[src/rtl/dispreg_wport.sv]
module dispreg_wport #(
  parameter int CLK_HZ     = 250_000_000,
  parameter int CLR_MIN_NS = 10_000,
  parameter int DIGITS     = 4,
  parameter int CODE_W     = 7,
  parameter int AW         = 2
) (
  input  logic                     clk,
  input  logic                     rst_n,
  input  logic                     ce_a_n,
  input  logic                     ce_b_n,
  input  logic                     wstb_n,
  input  logic [AW-1:0]            waddr,
  input  logic                     to_char,
  input  logic [CODE_W-1:0]        wdata,
  input  logic                     clear_n,
  output logic [DIGITS*CODE_W-1:0] char_codes,
  output logic [DIGITS-1:0]        cursor_en,
  output logic [DIGITS-1:0]        blank_hold,
  output logic                     master_blank,
  output logic [2:0]               bright_code,
  output logic                     ext_off
);
  localparam longint CLR_L   = (longint'(CLK_HZ) * longint'(CLR_MIN_NS) + 64'd999_999_999) / 64'd1_000_000_000;
  localparam int     CLR_CYC = (CLR_L < 1) ? 1 : int'(CLR_L);
  localparam int     CW      = $clog2(CLR_CYC + 1);

  localparam int B_SEL = CODE_W + AW;
  localparam int B_CEA = B_SEL + 1;
  localparam int B_CEB = B_SEL + 2;
  localparam int B_WR  = B_SEL + 3;
  localparam int B_CLR = B_SEL + 4;
  localparam int BW    = B_CLR + 1;

  localparam logic [BW-1:0]     IDLE  = {1'b1, 1'b1, 1'b1, 1'b1, 1'b0, {AW{1'b0}}, {CODE_W{1'b0}}};
  localparam logic [CODE_W-1:0] SPACE = CODE_W'(32);

  logic [BW-1:0] raw, s1, s2;
  logic [B_CLR-1:0] s3;
  logic [CW-1:0] clr_cnt;

  logic [DIGITS-1:0][CODE_W-1:0] char_q;

  logic              commit, clr_act, sel_p;
  logic [AW-1:0]     addr_p;
  logic [CODE_W-1:0] data_p;

  assign raw = {clear_n, wstb_n, ce_b_n, ce_a_n, to_char, waddr, wdata};

  always_ff @(posedge clk or negedge rst_n) begin
    if (!rst_n) begin
      s1 <= IDLE;
      s2 <= IDLE;
      s3 <= IDLE[B_CLR-1:0];
    end else begin
      s1 <= raw;
      s2 <= s1;
      s3 <= s2[B_CLR-1:0];
    end
  end

  assign sel_p  = s3[B_SEL];
  assign addr_p = s3[B_SEL-1:CODE_W];
  assign data_p = s3[CODE_W-1:0];
  assign commit = s2[B_WR] & ~s3[B_WR] & ~s3[B_CEA] & ~s3[B_CEB];

  always_ff @(posedge clk or negedge rst_n) begin
    if (!rst_n)
      clr_cnt <= '0;
    else if (s2[B_CLR])
      clr_cnt <= '0;
    else if (clr_cnt != CW'(CLR_CYC))
      clr_cnt <= clr_cnt + 1'b1;
  end

  assign clr_act = (clr_cnt == CW'(CLR_CYC));

  always_ff @(posedge clk or negedge rst_n) begin
    if (!rst_n) begin
      char_q       <= {DIGITS{SPACE}};
      cursor_en    <= '0;
      blank_hold   <= '0;
      master_blank <= 1'b0;
      bright_code  <= '0;
      ext_off      <= 1'b0;
    end else if (clr_act) begin
      char_q       <= {DIGITS{SPACE}};
      cursor_en    <= '0;
      blank_hold   <= '0;
      master_blank <= 1'b0;
      bright_code  <= '0;
      ext_off      <= 1'b0;
    end else if (commit) begin
      if (sel_p) begin
        char_q[addr_p] <= data_p;
      end else begin
        cursor_en[addr_p]  <= data_p[0];
        blank_hold[addr_p] <= data_p[1];
        master_blank       <= data_p[2];
        bright_code        <= data_p[5:3];
        ext_off            <= data_p[6];
      end
    end
  end

  assign char_codes = char_q;

endmodule

[config.mk]
export PLATFORM = sky130hd
export DESIGN_NAME = dispreg_wport
export DESIGN_NICKNAME = d
export VERILOG_FILES = /design/src/rtl/dispreg_wport.sv
export SDC_FILE = /design/constraint.sdc
export NUM_CORES = 1
export LEC_CHECK = 0
export BUFFER_PORTS_ARGS = -buffer_cell sky130_fd_sc_hd__buf_4
export CORE_ASPECT_RATIO = 0.5
export CORE_MARGIN = 2
export CORE_UTILIZATION = 52
export DETAILED_ROUTE_END_ITERATION = 7
export GPL_TIMING_DRIVEN = 0
export MAX_ROUTING_LAYER = met4
export PLACE_DENSITY = 0.74
export SLEW_MARGIN = 10
export SYNTH_ARGS = -nofsm -noshare
export SYNTH_HDL_FRONTEND = slang
export SYNTH_SLANG_ARGS = --single-unit
[constraint.sdc]
create_clock -name clk -period 4.7 [get_ports clk]
set_clock_uncertainty 0.2 [all_clocks]
set_input_delay 0.705 -clock clk [delete_from_list [all_inputs] [get_ports clk]]
set_output_delay 0.705 -clock clk [all_outputs]
set_load 0.01 [all_outputs]
* Yosys cells after proc, flatten, opt, wreduce, memory -nomap -nowiden
Cells that the tools add are included.
Operators by class: add/subtract/negate cells 1, bitwise logic cells 6, magnitude comparators 2, reductions and logical operators 6, multiplexer cells 27, eq/ne operators 3
Operators by type and width (count):
- 28-bit 2-to-1 mux | 3
- 28-bit bitwise mux | 1
- 12-bit 2-to-1 mux | 2
- 4-bit 2-to-1 mux | 6
- 7-bit demux with 2-bit select | 1
- 12-bit by 1-bit adder with 12-bit output, second input constant | 1
- 12-bit == test, second input constant | 1
- 12-bit inequality test, second input constant | 1
- 3-bit 2-to-1 mux | 3
- 4-bit bitwise mux | 2
- 1-bit 2-to-1 mux | 7
- 7-bit 2-to-1 mux | 1
- 2-bit nonzero test | 3
- 2-bit AND reduction | 2
- 1-bit bitwise AND | 3
- 2-bit by 3-bit less-than comparator with 1-bit output, second input constant | 1
- 1-bit NOT | 3
- 1-bit demux with 2-bit select | 1
- 2-bit by 1-bit >= comparator with 1-bit output, second input constant | 1
- 2-bit by 1-bit inequality test with 1-bit output, second input constant | 1
- 1-bit logical AND | 1
Word-level totals: flip-flop bits (word level) 94

* Logic depth before layout (Yosys ltp)
Gate-level depths: netlist of run 1.
depth in word-level cells 8, gate-level depth with buffers 7, depth with buffers taken out 5

* Worst setup path before layout of run 1
OpenSTA, ideal clock, no wires.
kind register -> register, start point reg clr_cnt[0], end point reg clr_cnt[0], path buffers 1, setup slack 2.934 ns, cell stages (with the launch flop) 7, clock period less this slack 1.766 ns, arrival 1.441 ns, path through dfrtp_1 inv_1 ha_1 nor4bb_1 and3b_1 buf_4 mux2_2
On the way: longest elaborated chain between the ends 3, elaborated cells between the ends (all ways) 5, those cells by class 1 x add/sub; 1 x eq/ne; 2 x mux; 1 x reduce/logical
Ends and longest elaborated chain:
- start: declaration | line 40 | logic [CW-1:0] clr_cnt;
- start signal: assignment | line 73 | clr_cnt <= clr_cnt + 1'b1;
- 12-bit by 1-bit adder with 12-bit output | line 73
- 12-bit 2-to-1 mux | line 72 | else if (clr_cnt != CW'(CLR_CYC))
- 12-bit 2-to-1 mux | line 70 | else if (s2[B_CLR])
Parallel ways exist; a longest one is shown, timed or not. The select of a mux whose other input is x is not followed. A chain may end at the register's enable or synchronous reset.

* Worst setup path after layout of run 1
Ends and elaborated chain as after synthesis.

==> impl_metrics.tcl, run 1 <==
set metrics [dict create \
    vias 2664 \
    setup_viol 0 \
    yosysWarnings 0 \
    worst_setup_path_end_kind "register" \
    cts_tree "yes" \
    multiInputGateArea_um2 1120 \
    grt_pass1_vias 2650 \
    dpl.hpwl_um 5180 \
    period_share 0.417 \
    slew_viol_final 0 \
    dr.pass1.iters 4 \
    yosysUniqueCellTypes 39 \
    core_area_um2 6730 \
    pin_count 57 \
    grt_overflow 0 \
    critPathSlowestCell "dfrtp_1" \
    status "complete, no violations" \
    synth_top_area_share 0.543 \
    root_buffer "clkbuf_16" \
    initial_core_util 0.541 \
    rows 21 \
    fin_crit_ps 1960 \
    seqCellArea_um2 2370 \
    wl_um 7760 \
    avgSynthCellArea_um2 11.6 \
    p_per_area_nw_per_um2 411 \
    cp.arrival_ps 1980 \
    postCtsSetupBuffers 0 \
    synth_ff_type "dfrtp_1" \
    ys_async_sr_fraction 1.00 \
    clock.fmax_mhz 510 \
    die-width_um 122 \
    antenna_found_initial 0 \
    grt_pass1_wl_um 12900 \
    fp.dieH_um 63.2 \
    hp-class "register to register" \
    finalWeightedCongestion 0.886 \
    area_growth_pct 22.8 \
    p_leak_uw 0.00195 \
    cts_hold_buf 0 \
    drv_cap 0 \
    clk_latency_ps 340 \
    grtUsageTotal 0.228 \
    die_area_um2 7730 \
    synth.most_common_cell "dfrtp_1" \
    drtIter0Drc 176 \
    hold_ws_ps 146 \
    synth_area_um2 3640 \
    synthTopCellsByArea "dfrtp_1 54%, dfstp_2 11%, nand3_1 6.0%" \
    num_antenna_cells 0 \
    maxSlewHeadroom 0.458 \
    critPathRequiredTime_ps 4720 \
    cts.path.max_buffers 2 \
    syn-num-nets 333 \
    synth-seq-cells 94 \
    wire_per_inst_um 16.2 \
    antenna_left 0 \
    synth_edf_count 0 \
    clkSlewWorstSetupHoldPaths_ps 60 \
    hold_viol_final 0 \
    critPathLaunchType "register" \
    critPathKind "register to register" \
    critPathMaxStageDelay_ps 420 \
    via_per_inst 5.56 \
    crit_path_cell_trace "inv_1, ha_1, nor4bb_1, and3b_1, buf_4, mux2_2" \
    yosys.area.top_type "dfrtp_1" \
    cts-resized-gates 0 \
    crit_fanout 8 \
    setup_slack_ps 2740 \
    tightest_slew_ps 813 \
    rsz0062_at_grt "false" \
    numCtsBuffers 9 \
    finalSetupTns_ps 0 \
    fin_nets 400 \
    clock-sinks 94 \
    irDropWorstVdd_mv 0.215 \
    pre_cts_slack_ps 2760 \
    synth_commonest_cells "79 x dfrtp_1, 44 x nand3_1, 43 x a21oi_1" \
    ctsHtreeMaxLevel 3 \
    synth_seq_area_share 0.651 \
    grt_max_degree 95 \
    postSynthCellCount 315 \
    fill_cells 535 \
    drc 0 \
    drive_gt1_frac 0.282 \
    io_buffers 56 \
]
-- layer usage --
metal	GRT usage	routed length (µm)	vias up
li1	-	-	1262
met1	0.296	3370	1307
met2	0.338	3680	82
met3	0.0743	585	13
met4	0.0862	122	0
met5	-	0	-
-- sequential cells by signal, indices dropped and copies added (netlist names), 3 cells and up --
name and cells:
s2 14, s3 13, blank_hold 4, cursor_en 4, char_codes 28, s1 14, clr_cnt 12, bright_code 3
-- through the flow --
step	utilization	cell area (µm²)	instances	power (µW)
finish	0.665	4470	479	1840
global route	0.665	4470	479	1920
floorplan	-	3640	315	1020
detailed placement	0.621	4180	463	1150
global placement	0.621	4180	463	1140
CTS	0.664	4470	479	1860
-- path summary, 6_finish.rpt --
| check | depth (start not counted) | slack (ps) | from | end |
|---|---|---|---|---|
| max reg2reg | 6 | 2740 | clr_cnt[0]$_DFFE_PN0P_ | clr_cnt[0]$_DFFE_PN0P_ |
| max in group asynchronous | 1 | 3520 | rst_n | char_codes[0]$_DFFE_PN0P_ |
| max | 6 | 2740 | clr_cnt[0]$_DFFE_PN0P_ | clr_cnt[0]$_DFFE_PN0P_ |
| min | 0 | 150 | s2[1]$_DFF_PN0_ | s3[1]$_DFF_PN0_ |
| min in group asynchronous | 1 | 200 | rst_n | clr_cnt[10]$_DFFE_PN0P_ |
| min reg2reg | 0 | 150 | s2[1]$_DFF_PN0_ | s3[1]$_DFF_PN0_ |
-- final cells by class --
class                           instances  share of cell area
Tap cell                               92              0.0257
Multi-Input combinational cell        190               0.251
Clock buffer                           10              0.0512
Timing Repair Buffer                   56              0.0948
Inverter                                6             0.00503
Sequential cell                        94               0.530
Buffer                                 25              0.0283
Clock inverter                          6              0.0140
-- layout by cell type, fill, tap and decap left out, types with 2 or more instances in the layout --
cell        netlist  routed
dfrtp_1          79      79
buf_4             2      57
nand3_1          44      44
a21oi_1          43      43
o21ai_0          41      41
dfstp_2          15      15
clkbuf_1         13      14
clkbuf_16         0       9
buf_2             8       8
inv_1             6       6
nor2_1            6       6
nand3b_1          6       6
o31ai_1           5       5
nand2_1           4       4
and3b_1           4       4
or4_1             4       4
buf_6             2       3
or3_1             3       3
or3b_2            3       3
clkinvlp_4        0       3
nand3_2           2       2
nor4b_1           2       2
nand2b_1          2       2
mux2_2            2       2
nor3b_1           2       2
ha_1              2       2
clkinv_2          0       2
-- kinds of logic (layout without fill, tap and decap cells) --
kind of cell / after synthesis / count (layout) / share of synthesized area
XOR/XNOR: 1 / 1 / 0.00241
buffers and inverters: 31 / 103 / 0.0409
AND/OR/NAND/NOR: 91 / 91 / 0.154
flip-flops: 94 / 94 / 0.651
AO/OA/AOI/OAI: 93 / 93 / 0.136
multiplexers: 3 / 3 / 0.00893
adder cells (fa/ha/maj): 2 / 2 / 0.00687
-- worst max-delay path: cells and delay by family, from the launching register on --
family                   cells  cell delay (ps)
AND/OR/NAND/NOR              2              490
adder cells (fa/ha/maj)      1              150
flip-flops                   1              420
multiplexers                 1              340
buffers and inverters        2              250
-- report_power, final --
group | internal (µW) | total [µW] | switching [µW] | leakage [µW]
combinational | 102 | 209 | 107 | 0.000656
clock | 410 | 707 | 297 | 0.000134
sequential | 883 | 923 | 40.0 | 0.00116
total | 1390 | 1840 | 444 | 0.00195
Power figures use the tool's default switching activity.
==> inputs of run 2 (changes only) <==
--- a/config.mk
+++ b/config.mk
@@ -8,11 +8,11 @@
 export BUFFER_PORTS_ARGS = -buffer_cell sky130_fd_sc_hd__buf_4
 export CORE_ASPECT_RATIO = 0.5
 export CORE_MARGIN = 2
-export CORE_UTILIZATION = 52
+export CORE_UTILIZATION = 50
 export DETAILED_ROUTE_END_ITERATION = 7
 export GPL_TIMING_DRIVEN = 0
 export MAX_ROUTING_LAYER = met4
-export PLACE_DENSITY = 0.74
+export PLACE_DENSITY = 0.75
 export SLEW_MARGIN = 10
 export SYNTH_ARGS = -nofsm -noshare
 export SYNTH_HDL_FRONTEND = slang
==> constraint.sdc (replaced) <==
create_clock -name clk -period 1.7 [get_ports clk]
set_clock_uncertainty 0.2 [all_clocks]
set_input_delay 0.255 -clock clk [delete_from_list [all_inputs] [get_ports clk]]
set_output_delay 0.255 -clock clk [all_outputs]
set_load 0.01 [all_outputs]
==> run 2 against run 1 <==
Against the previous run:
- cell area increased by 13%
- combinational power increased to 3.3 times the previous value
- register-to-register slack got worse by 2900 ps
- critical endpoint is now char_codes[6]$_DFFE_PN0P_
- first-iteration DRC count increased by 47%
- the flow now finishes with violations (negative setup slack)
- clock-buffer cell count increased by 2
- sequential cell count unchanged
- core utilization increased by 7.4 points
- power increased to 3.0 times the previous value
- critical path type unchanged
==> impl_metrics.tcl, run 2 (synthesized netlist as in run 1, its figures left out) <==
set metrics [dict create \
    power_uw 5520 \
    wl_um 8980 \
    cp.arrival_ps 1920 \
    fp.dieH_um 64.4 \
    critPathMaxStageDelay_ps 550 \
    setup_slack_ps -195 \
    fin_nets 432 \
    root_buffer "clkbuf_16" \
    intPower_uw 4270 \
    setup_viol 43 \
    antenna_left 0 \
    largest_register_ff_count 28 \
    die_area_um2 8020 \
    initial_core_util 0.531 \
    crit_buf_inv 1 \
    ctsHtreeMaxLevel 3 \
    p_leak_uw 0.00222 \
    status "finished, violations left" \
    grtUsageTotal 0.241 \
    finalWeightedCongestion 0.853 \
    period_share 1.11 \
    drive_gt1_frac 0.391 \
    slew_viol_final 0 \
    layout_common_cells "75 x dfrtp_1, 68 x buf_4, 44 x nand3_1" \
    pin_count 57 \
    cts.path.max_buffers 2 \
    core_area_um2 6860 \
    critPathKind "register to register" \
    io_buffers 56 \
    fill_cells 459 \
    violations "negative setup slack" \
    critPathRequiredTime_ps 1720 \
    clock.fmax_mhz 528 \
    grt_pass1_vias 2842 \
    wire_per_inst_um 17.6 \
    die-width_um 125 \
    num_antenna_cells 0 \
    crit_path_cell_trace "or4b_4, buf_2, o21ai_0, a21oi_1" \
    clk_latency_ps 340 \
    fin_crit_ps 1900 \
    layout_commonest_cell "dfrtp_1" \
    critPathLaunchType "register" \
    p_switching_uw 1250 \
    rows 21 \
    clock_power_share 0.410 \
    cts_tree "yes" \
    clock-sinks 94 \
    vias 2903 \
    drtIter0Drc 259 \
    grt_overflow 0 \
    dpl.cell_count 463 \
    p_per_area_nw_per_um2 1090 \
    power_frac_comb 0.125 \
    rsz0062_at_grt "true" \
    worst_setup_path_end_kind "register" \
    crit_fanout 7 \
    hold_viol_final 0 \
    tightest_slew_ps 827 \
    drc 0 \
    p_seq_frac 0.465 \
    irDropWorstVdd_mv 0.829 \
    clkSlewWorstSetupHoldPaths_ps 60 \
    area_growth_pct 39.1 \
    dr.pass1.iters 5 \
    drv_cap 0 \
    critPathSlowestCell "or4b_4" \
    pre_cts_slack_ps -213 \
    maxSlewHeadroom 0.448 \
    via_per_inst 5.68 \
    swShare 0.226 \
    grt_pass1_wl_um 14500 \
    critPathTopFamily "simple AND/OR/NAND/NOR gates" \
    grt_max_degree 95 \
    numCtsBuffers 9 \
    dpl.hpwl_um 5460 \
    final_cells 511 \
    hp-class "register to register" \
    antenna_found_initial 0 \
]
==> run 2: area by class of cell <==
cell class / instances / area, µm² / share of cell area
flip-flops and latches: 94 / 2380 / 0.469
multi-input cells: 190 / 1290 / 0.255
plain buffers: 25 / 208 / 0.0410
clock inverters: 4 / 95.1 / 0.0188
inverters: 6 / 22.5 / 0.00445
well taps: 92 / 115 / 0.0227
repair buffers: 88 / 711 / 0.140
clock buffers: 12 / 246 / 0.0487
==> run 2: worst register-to-register path, delay by kind of cell (launching register included) <==
family,cells,cell delay (ps)
buffers and inverters,1,190
AOI/OAI and AO/OA,2,310
DFF,1,530
and+or+nand+nor,1,550
==> run 2: worst paths after layout <==
kind | start | slack (ps) | cells after the start | endpoint
worst min-delay path | s1[1]$_DFF_PN0_ | 140 | 0 | s2[1]$_DFF_PN0_
min in group asynchronous | rst_n | 350 | 2 | clr_cnt[11]$_DFFE_PN0P_
max in group asynchronous | rst_n | 340 | 2 | clr_cnt[5]$_DFFE_PN0P_
worst max-delay path | s2[12]$_DFF_PN1_ | -200 | 4 | char_codes[6]$_DFFE_PN0P_
worst min register to register | s1[1]$_DFF_PN0_ | 140 | 0 | s2[1]$_DFF_PN0_
worst max register to register | s2[12]$_DFF_PN1_ | -200 | 4 | char_codes[6]$_DFFE_PN0P_
==> run 2: per-stage QoR <==
step | hold slack [ps] | TNS, ps | utilization | area (µm²)
after floorplan | -241 | -51.2 | - | 3680
after global placement | 133 | -4930 | 0.615 | 4220
after detailed placement | 135 | -7040 | 0.615 | 4220
after CTS | -24.7 | -4430 | 0.709 | 4860
after global routing | 155 | -7170 | 0.739 | 5060
final | 143 | -4660 | 0.739 | 5060
==> run 2: power by group through the flow <==
stage                     clock network, µW  registers (µW)  logic [µW]
after floorplan                           0            2630         206
after global placement                    0            2580         576
after detailed placement                  0            2600         593
after CTS                              2300            2570         655
after global routing                   2420            2590         752
final                                  2260            2570         691
==> run 2: layer usage <==
layer  wire [µm]  track usage
met1        3730        0.298
met2        4540        0.387
met3         507       0.0695
met4         204       0.0815
met5           0            -
==> run 2: repair_timing <==
action / CTS / global route
cloned: 2 / 0
hold endpoints to repair: 93 / 79
setup endpoints to repair: 47 / 49
hold buffers: 14 / 1
setup buffers: 6 / 10
pin swaps: 10 / 7
gates resized for setup: 36 / 40
==> inputs of run 3 (changes only) <==
--- a/config.mk
+++ b/config.mk
@@ -12,7 +12,8 @@
 export DETAILED_ROUTE_END_ITERATION = 7
 export GPL_TIMING_DRIVEN = 0
 export MAX_ROUTING_LAYER = met4
-export PLACE_DENSITY = 0.75
+export PLACE_DENSITY = 0.72
+export SETUP_SLACK_MARGIN = 0.1
 export SLEW_MARGIN = 10
 export SYNTH_ARGS = -nofsm -noshare
 export SYNTH_HDL_FRONTEND = slang
==> constraint.sdc (replaced) <==
create_clock -name clk -period 2.3 [get_ports clk]
set_clock_uncertainty 0.2 [all_clocks]
set_input_delay 0.345 -clock clk [delete_from_list [all_inputs] [get_ports clk]]
set_output_delay 0.345 -clock clk [all_outputs]
set_load 0.01 [all_outputs]
==> run 3 against run 2 <==
Against the previous run:
- the flow now finishes without violations
- clock power shrank 30%
- non-clock buffer count shrank 17
- fmax shrank 6.8%
- register-to-register slack gained 460 ps
- hold slack gained 1.9 ps
- setup slack gained 460 ps
- via count shrank 5.0%
- power shrank 29%
- sequential share of layout area grew 3.9 points
==> impl_metrics.tcl, run 3 (synthesized netlist as in run 1, its figures left out) <==
set metrics [dict create \
    status "complete, no violations" \
    drv_cap 0 \
    finalSetupTns_ps 0 \
    r2r_setup_slack_ps 270 \
    wl_met3_um 563 \
    clock-sinks 94 \
    antenna_left 0 \
    fin_nets 415 \
    hold_viol_final 0 \
    worstRegToRegCells 4 \
    die-width_um 125 \
    holdCritStartpoint "s1[0]$_DFF_PN0_" \
    cts_tree "yes" \
    p_switching_uw 918 \
    drc 0 \
    clock_power_share 0.405 \
    rsz0062_at_grt "false" \
    fill_cells 512 \
    finalWeightedCongestion 0.848 \
    setup_slack_ps 267 \
    swShare 0.234 \
    rows 21 \
    layout_commonest_cell "dfrtp_1" \
    dpl.hpwl_um 5310 \
    drtIter0Drc 272 \
    drt-met1-wl_um 3530 \
    crit_fanout 10 \
    intPower_uw 3010 \
    ctsHtreeMaxLevel 3 \
    critPathKind "register to register" \
    tightest_slew_ps 817 \
    grt_max_degree 95 \
    numCtsBuffers 9 \
    pin_count 57 \
    met2_length_um 3960 \
    worst_setup_path_end_kind "register" \
    io_buffers 56 \
    p_seq_frac 0.481 \
    grtUsageTotal 0.226 \
    maxSlewHeadroom 0.455 \
    fin_crit_ps 2030 \
    critPathLaunchType "register" \
    r2r_end "char_codes[11]$_DFFE_PN0P_" \
    root_buffer "clkbuf_16" \
    num_antenna_cells 0 \
    cts.path.max_buffers 2 \
    pre_cts_slack_ps 364 \
    die_area_um2 8020 \
    via_per_inst 5.58 \
    min_to "s2[0]$_DFF_PN0_" \
    grt_overflow 0 \
    area_growth_pct 28.0 \
    largest_register_ff_count 28 \
    clk_latency_ps 340 \
    r2r_start "s2[12]$_DFF_PN1_" \
    layout_common_cells "79 x dfrtp_1, 57 x buf_4, 44 x nand3_1" \
    wire_per_inst_um 16.4 \
    p_per_area_nw_per_um2 842 \
    setup_viol 0 \
    period_share 0.884 \
    irDropWorstVdd_mv 0.390 \
    critPathRequiredTime_ps 2320 \
    core_area_um2 6860 \
    initial_core_util 0.531 \
    routed.top_layer "met4" \
    grt_pass1_wl_um 13600 \
    clkSlewWorstSetupHoldPaths_ps 60 \
    p_leak_uw 0.00204 \
    postCtsSetupBuffers 0 \
    dpl.cell_count 463 \
    hp-class "register to register" \
    dr.pass1.iters 7 \
    vias 2757 \
    power_uw 3930 \
    power_frac_comb 0.114 \
    cp.arrival_ps 2050 \
    antenna_found_initial 0 \
    final_cells 494 \
    hold_depth 0 \
    wl_um 8110 \
    slew_viol_final 0 \
    drive_gt1_frac 0.269 \
    fp.dieH_um 64.4 \
    grt_pass1_vias 2733 \
    clock.fmax_mhz 492 \
]
==> run 3: changes by cell type in the layout (fill, tap and decap cells not counted), moves of 5 or more <==
| cell | before | now |
|---|---|---|
| a21oi_1 | 36 | 43 |
| clkbuf_2 | 5 | 0 |
| o21ai_0 | 10 | 41 |
| buf_2 | 2 | 8 |
| buf_6 | 12 | 3 |
| o21ai_2 | 8 | 0 |
| a21oi_2 | 7 | 0 |
| clkbuf_1 | 8 | 15 |
| o21ai_1 | 23 | 0 |
| buf_4 | 68 | 57 |
==> run 3: worst max-delay path, stage by stage, from the launching register on <==
cell	delay, ps
dfstp_2	540
or4b_4	520
clkbuf_1	260
o21ai_0	290
a21oi_1	100
==> run 3: routing by layer <==
layer / track usage / vias up
met1: 0.295 / 1364
li1: - / 1294
met2: 0.348 / 89
met4: 0.0688 / 0
met5: - / -
met3: 0.0678 / 10
==> run 3: layout make-up <==
class | count | area, µm² | area share
plain buffers | 25 | 126 | 0.0271
clock buffers | 13 | 283 | 0.0607
clock inverters | 3 | 47.5 | 0.0102
inverters | 6 | 22.5 | 0.00483
multi-input cells | 190 | 1120 | 0.241
flip-flops and latches | 94 | 2370 | 0.509
well taps | 92 | 115 | 0.0247
repair buffers | 71 | 574 | 0.123
==> run 3: per-stage QoR <==
step	util	instance area [µm²]	hold slack, ps
floorplan	-	3640	-151
global placement	0.609	4180	133
detailed placement	0.609	4180	135
CTS	0.678	4650	66.9
global route	0.680	4660	158
finish	0.680	4660	145
==> run 3: power groups by stage <==
stage,sequential [µW],clock [µW],combinational [µW]
after floorplan,1940,0,144
after global placement,1910,0,420
after detailed placement,1920,0,430
after CTS,1890,1620,453
after global routing,1900,1700,495
final,1890,1590,448
==> run 3: timing repair <==
| item | 4_1_cts | 5_1_grt |
|---|---|---|
| gates resized for setup | 0 | 0 |
| hold buffers | 14 | 1 |
| endpoints found under the hold margin | 14 | 79 |
==> run 3: worst max-delay path by stage <==
stage | start | endpoint | slack [ps]
finish | s2[12]$_DFF_PN1_ | char_codes[11]$_DFFE_PN0P_ | 270
global route | s2[12]$_DFF_PN1_ | char_codes[11]$_DFFE_PN0P_ | 180
detailed placement | s2[12]$_DFF_PN1_ | char_codes[11]$_DFFE_PN0P_ | 360
global placement | clr_cnt[0]$_DFFE_PN0P_ | clr_cnt[0]$_DFFE_PN0P_ | 400
floorplan | clr_cnt[0]$_DFFE_PN0P_ | clr_cnt[0]$_DFFE_PN0P_ | 530
CTS | s2[12]$_DFF_PN1_ | char_codes[11]$_DFFE_PN0P_ | 260
